`src/rtl/vo_pkg.sv`:
```
package vo_pkg;

    localparam int DEF_NCPU  = 2;
    localparam int DEF_NADDR = 8;
    localparam int DEF_DW    = 8;

    typedef enum logic [1:0] {
        EV_LST  = 2'b00,
        EV_GST  = 2'b01,
        EV_LOAD = 2'b10,
        EV_NONE = 2'b11
    } ev_kind_e;

    function automatic int idx_width(input int n);
        return (n > 1) ? $clog2(n) : 1;
    endfunction

endpackage

```
`src/rtl/vo_pending_table.sv`:
```
module vo_pending_table #(
    parameter int NADDR = vo_pkg::DEF_NADDR,
    parameter int DW    = vo_pkg::DEF_DW,
    localparam int AW   = vo_pkg::idx_width(NADDR)
) (
    input  logic          clk,
    input  logic          rst,
    input  logic          set_en,
    input  logic          glob_en,
    input  logic [AW-1:0] addr,
    input  logic [DW-1:0] data,
    output logic          hit_valid,
    output logic [DW-1:0] hit_data
);

    logic [NADDR-1:0]    valid_vec;
    logic [NADDR*DW-1:0] data_vec;

    for (genvar g = 0; g < NADDR; g++) begin : g_entry
        logic          v_q;
        logic [DW-1:0] d_q;
        logic          sel;

        assign sel = (addr == AW'(g));

        always_ff @(posedge clk) begin
            if (rst) begin
                v_q <= 1'b0;
                d_q <= '0;
            end else if (set_en && sel) begin
                v_q <= 1'b1;
                d_q <= data;
            end else if (glob_en && sel && v_q && d_q == data) begin
                v_q <= 1'b0;
            end
        end

        assign valid_vec[g]          = v_q;
        assign data_vec[g*DW +: DW]  = d_q;


        local_store_pends_chk: assert property (@(posedge clk) disable iff (rst)
            (set_en && sel) |=> (v_q && d_q == $past(data)));


        older_global_keeps_chk: assert property (@(posedge clk) disable iff (rst)
            (glob_en && sel && v_q && d_q != data) |=> (v_q && $stable(d_q)));
    end

    assign hit_valid = valid_vec[addr];
    assign hit_data  = data_vec[addr*DW +: DW];

endmodule

```
`config.mk`:
```
export PLATFORM = sky130hd
export DESIGN_NAME = vo_pending_table
export DESIGN_NICKNAME = d
export VERILOG_FILES = /design/src/rtl/vo_pkg.sv /design/src/rtl/vo_pending_table.sv
export SDC_FILE = /design/constraint.sdc
export NUM_CORES = 1
export LEC_CHECK = 0
export ABC_AREA = 1
export BUFFER_PORTS_ARGS = -buffer_cell sky130_fd_sc_hd__buf_2
export CAP_MARGIN = 20
export CORE_AREA = 4 4 138 140
export CTS_CLUSTER_SIZE = 24
export DETAILED_ROUTE_END_ITERATION = 7
export DIE_AREA = 0 0 142 144
export SYNTH_ARGS = -nofsm -noshare
export SYNTH_HDL_FRONTEND = slang
export SYNTH_SLANG_ARGS = --single-unit
```
`constraint.sdc`:
```
create_clock -name clk -period 1.5 [get_ports clk]
set_input_delay 0.15 -clock clk [delete_from_list [all_inputs] [get_ports clk]]
set_output_delay 0.15 -clock clk [all_outputs]
set_load 0.02 [all_outputs]
```
== After elaboration in Yosys (flattened, before gate mapping) ==
Index checks and enable logic that the tools add are counted.

* $lt $le $gt $ge: 1
* Eq/ne operators: 15
* Shifts and indexed selects: 1
* Mux-type cells: 18
* Reductions and logical operators: 41

{| class="wikitable"
|+ Operators by type and width
! operator !! count
|-
| $eq A8 B8 Y1 || 8
|-
| $shiftx A64 B7 Y8 || 1
|-
| $logic_and A1 B1 Y1 || 32
|-
| $mux W1 || 17
|-
| $reduce_bool A2 Y1 || 8
|-
| $eq A3 B3 Y1 const B || 4
|-
| $eq A3 B2 Y1 const B || 2
|-
| $lt A3 B4 Y1 const B || 1
|-
| $bmux W1 S3 || 1
|-
| $eq A3 B1 Y1 const B || 1
|-
| $logic_not A3 Y1 || 1
|}

* Register bits: 72
* Output and inout port bits: 9

== Longest topological paths before layout ==
* Depth in word-level cells: 6
* Mapped depth: 10
* Gate-level depth less buffers: 9

== Worst setup path after synthesis ==
Ideal clock, no wire load.

* Path kind: input -> output
* Start: input port addr[0]
* End: output port hit_data[3]
* Arrival time: 1.240 ns
* Required time: 1.350 ns
* Slack: 0.110 ns
* Cell stages on the path: 6
* Path buffers: 1
* Cells stage by stage: buf_6 > nor2_8 > inv_1 > o22ai_1 > a21oi_1 > o21ai_0

* Word-level cells in the longest chain between the ends: 1

{| class="wikitable"
|+ RTL lines
! what !! RTL line !! RTL
|-
| start: declaration || vo_pending_table.sv:10 || <nowiki>input logic [AW-1:0] addr,</nowiki>
|-
| $shiftx A64 B7 Y8 || vo_pending_table.sv:51 || <nowiki>assign hit_data = data_vec[addr*DW +: DW];</nowiki>
|-
| end: declaration || vo_pending_table.sv:13 || <nowiki>output logic [DW-1:0] hit_data</nowiki>
|}

No other way between the ends.

== Worst setup path after layout ==
* Start: register g_entry[5].d_q[0]
* End: output port hit_data[0]

* Word-level cells in the longest chain between the ends: 1

{| class="wikitable"
|+ RTL lines
! what !! RTL line !! RTL
|-
| start: declaration || vo_pending_table.sv:21 || <nowiki>logic [DW-1:0] d_q;</nowiki>
|-
| start signal: assignment || vo_pending_table.sv:32 || <nowiki>d_q <= data;</nowiki>
|-
| $shiftx A64 B7 Y8 || vo_pending_table.sv:51 ||
|}

No other way between the ends.

==> metrics.cfg <==
[cts]
root_buffer=clkbuf_16
cts_tree=built
cts_max_level=3
hold_buffers=0
max-clock-path-buffers=2
clk_latency_ns=0.34
numClockSinks=72
clkSlewWorstSetupHoldPaths_ns=0.06
cts_made_buffers=9

[detailed_routing]
post-route-drc-count=0
route.met3.wl_um=754
final_antenna_net_count=0
vias=4335
wl_per_cell_um=15.44
drtIter0Drc=398
vias_per_cell=4.676
drt_first_pass_iters=6
wl_met1_um=6795
route.met2.wl_um=6404
highest_layer=met4
wl_um=14310

[critical_path]
r2r_cells=9
cp_max_fo=3
cp.depth=5
path_buf_inv=2
crit_family=compound AO/OA/AOI/OAI gates
r2r-end=g_entry[7].v_q
critPathLaunchType=flip-flop
cp_data_required_time_ns=1.35
cpPeakStageDelay_ns=0.35
end_kind=output pin
slowest_stage=dfxtp_1
cpMostUsedCell=a21oi_2
crit_type=reg -> out
cp_data_arrival_time_ns=1.32
r2r-start=g_entry[7].d_q[6]
r2r_slack_ns=0.30
worstPathCellList=inv_2, o22ai_2, a21oi_2, a21oi_2, buf_4

[placement]
gp_congestion=0.8839
io_buffers=23
placed_cells=908
dp_hpwl_um=10600

[synthesis]
synth-async-reset-ratio_pct=0
synth_edf_count=0
synth_top_area_share_pct=33.08
ys_seq_area_share_pct=33.08
synthTopCellsByArea=dfxtp_1 (33%), nand2_1 (17%), a211oi_1 (10%)
synth_largest_area_cell=dfxtp_1
avgSynthCellArea_sq_um=6.631
netlist-cell-type-count=37
synthesis.nets=672
syn_area_sq_mm=0.004357
synth_ff_type=dfxtp_1
synth_cells=657
synth_warnings=0
synth_seq_cells=72

[timing]
period_needed_ns=1.465
max-slew-margin-rel_pct=66.84
min_period_over_period_pct=97.69
tns_ns=0
slew_violations=0
hold_ws_ns=0.1623
tightest_slew_ns=0.4968
skew_ns=0.005387
rsz0062_at_grt=yes
setup_viol=0
hold_viol=0
fmaxAchievable_mhz=682.4

[cells_and_area]
layout_common_cells=nand2_1 (200), nor2_1 (101), a211oi_1 (60), inv_1 (56), dfxtp_1 (48)
drive_above_1_share_pct=24.10
nets=707
final_cells=927
syn_to_final_growth_pct=26.11
multi_input_area_sq_mm=0.002500
final_util_pct=30.79
register_area_sq_mm=0.001471
final_common_cell=nand2_1
fillers=1905

[floorplan]
start_util_pct=24.42
io_pins=24
die_x_um=142
die-area_sq_mm=0.02045
core_area_sq_mm=0.01784
row_count=49
fp.dieH_um=144

[power]
p_per_area_mw_per_mm2=991.5
p_total_mw=5.447
irDropWorstVdd_mv=0.5161
leakage_nw=2.148

[min_path]
hold_path_end=g_entry[5].d_q[4]
hold_start=data[4]
hold_class=in -> reg
hold_path_depth=3

[grt]
grt_max_degree=31
grt.total_usage_pct=14.18
antenna_found_initial=0
grt_pass1_wl_um=22380
grt_pass1_vias=3931
grt.overflow.total=0

[flow_run]
drv_cap=0

[run_status]
outcome=finished, final reports clean

## power by group
part	switching, mW	total [mW]	internal, mW
sequential	0.0570	2.04	1.99
clock	0.871	2.58	1.71
combinational	0.516	0.821	0.305
total	1.44	5.45	4.00
## cells by family after synthesis
logic type,after synthesis,share of synthesized area [%]
AND/OR/NAND/NOR,338,33.86
XOR/XNOR,5,1.005
buffers and inverters,117,12.58
AO/OA/AOI/OAI,125,19.47
flip-flops,72,33.08
## worst min-delay path: stages
cell,delay [ns]
buf_2,0.15
nand4_1,0.10
a21oi_1,0.06
## cells in the mapped netlist, drive strengths merged (3+ instances only)
cell type,n
buf,32
o2111ai,7
inv,74
dfxtp,72
clkbuf,10
nand2,202
a211oi,62
o22ai,10
xnor2,4
nand3,15
o211ai,3
a21oi,23
nand4,9
o21ai,15
nor2,109
## how the worst max path moves through the flow
stage / from / to
finish: g_entry[5].d_q[0] / hit_data[0]
global route: g_entry[3].d_q[0] / hit_data[0]
global placement: addr[0] / hit_data[3]
detailed placement: addr[0] / hit_data[3]
floorplan: addr[0] / hit_data[3]
CTS: g_entry[3].d_q[0] / hit_data[0]
## through the flow
stage / cell area (sq um) / setup slack (ns)
after global routing: 5492 / -0.01180
after CTS: 5349 / -0.003039
final: 5494 / 0.03468
after floorplan: 4357 / 0.1098
after global placement: 4920 / -0.06431
after detailed placement: 4920 / -0.09509
## flip-flops by register name, summed over array words and instances (netlist names)
name and cells:
g_entry.d_q 64, g_entry.v_q 8
## layer usage
metal,global-route usage (%),up-vias
li1,-,2213
met1,19.98,1958
met2,21.81,141
met3,2.480,23
met4,5.000,0
met5,0,-
## final cells by class
class                           instances  share of cell area [%]
Clock inverter                          5                   1.867
Tap cell                              229                   5.215
Timing Repair Buffer                   66                   10.68
Antenna cell                            1                 0.04555
Inverter                               75                   5.306
Clock buffer                           11                   4.600
Multi-Input combinational cell        468                   45.50
Sequential cell                        72                   26.78
## repair_timing
action,CTS,global route
setup endpoints to repair,9,9
pin swaps,4,15
resized for setup,31,52
setup buffers,0,2
Power figures use the tool's default switching activity.
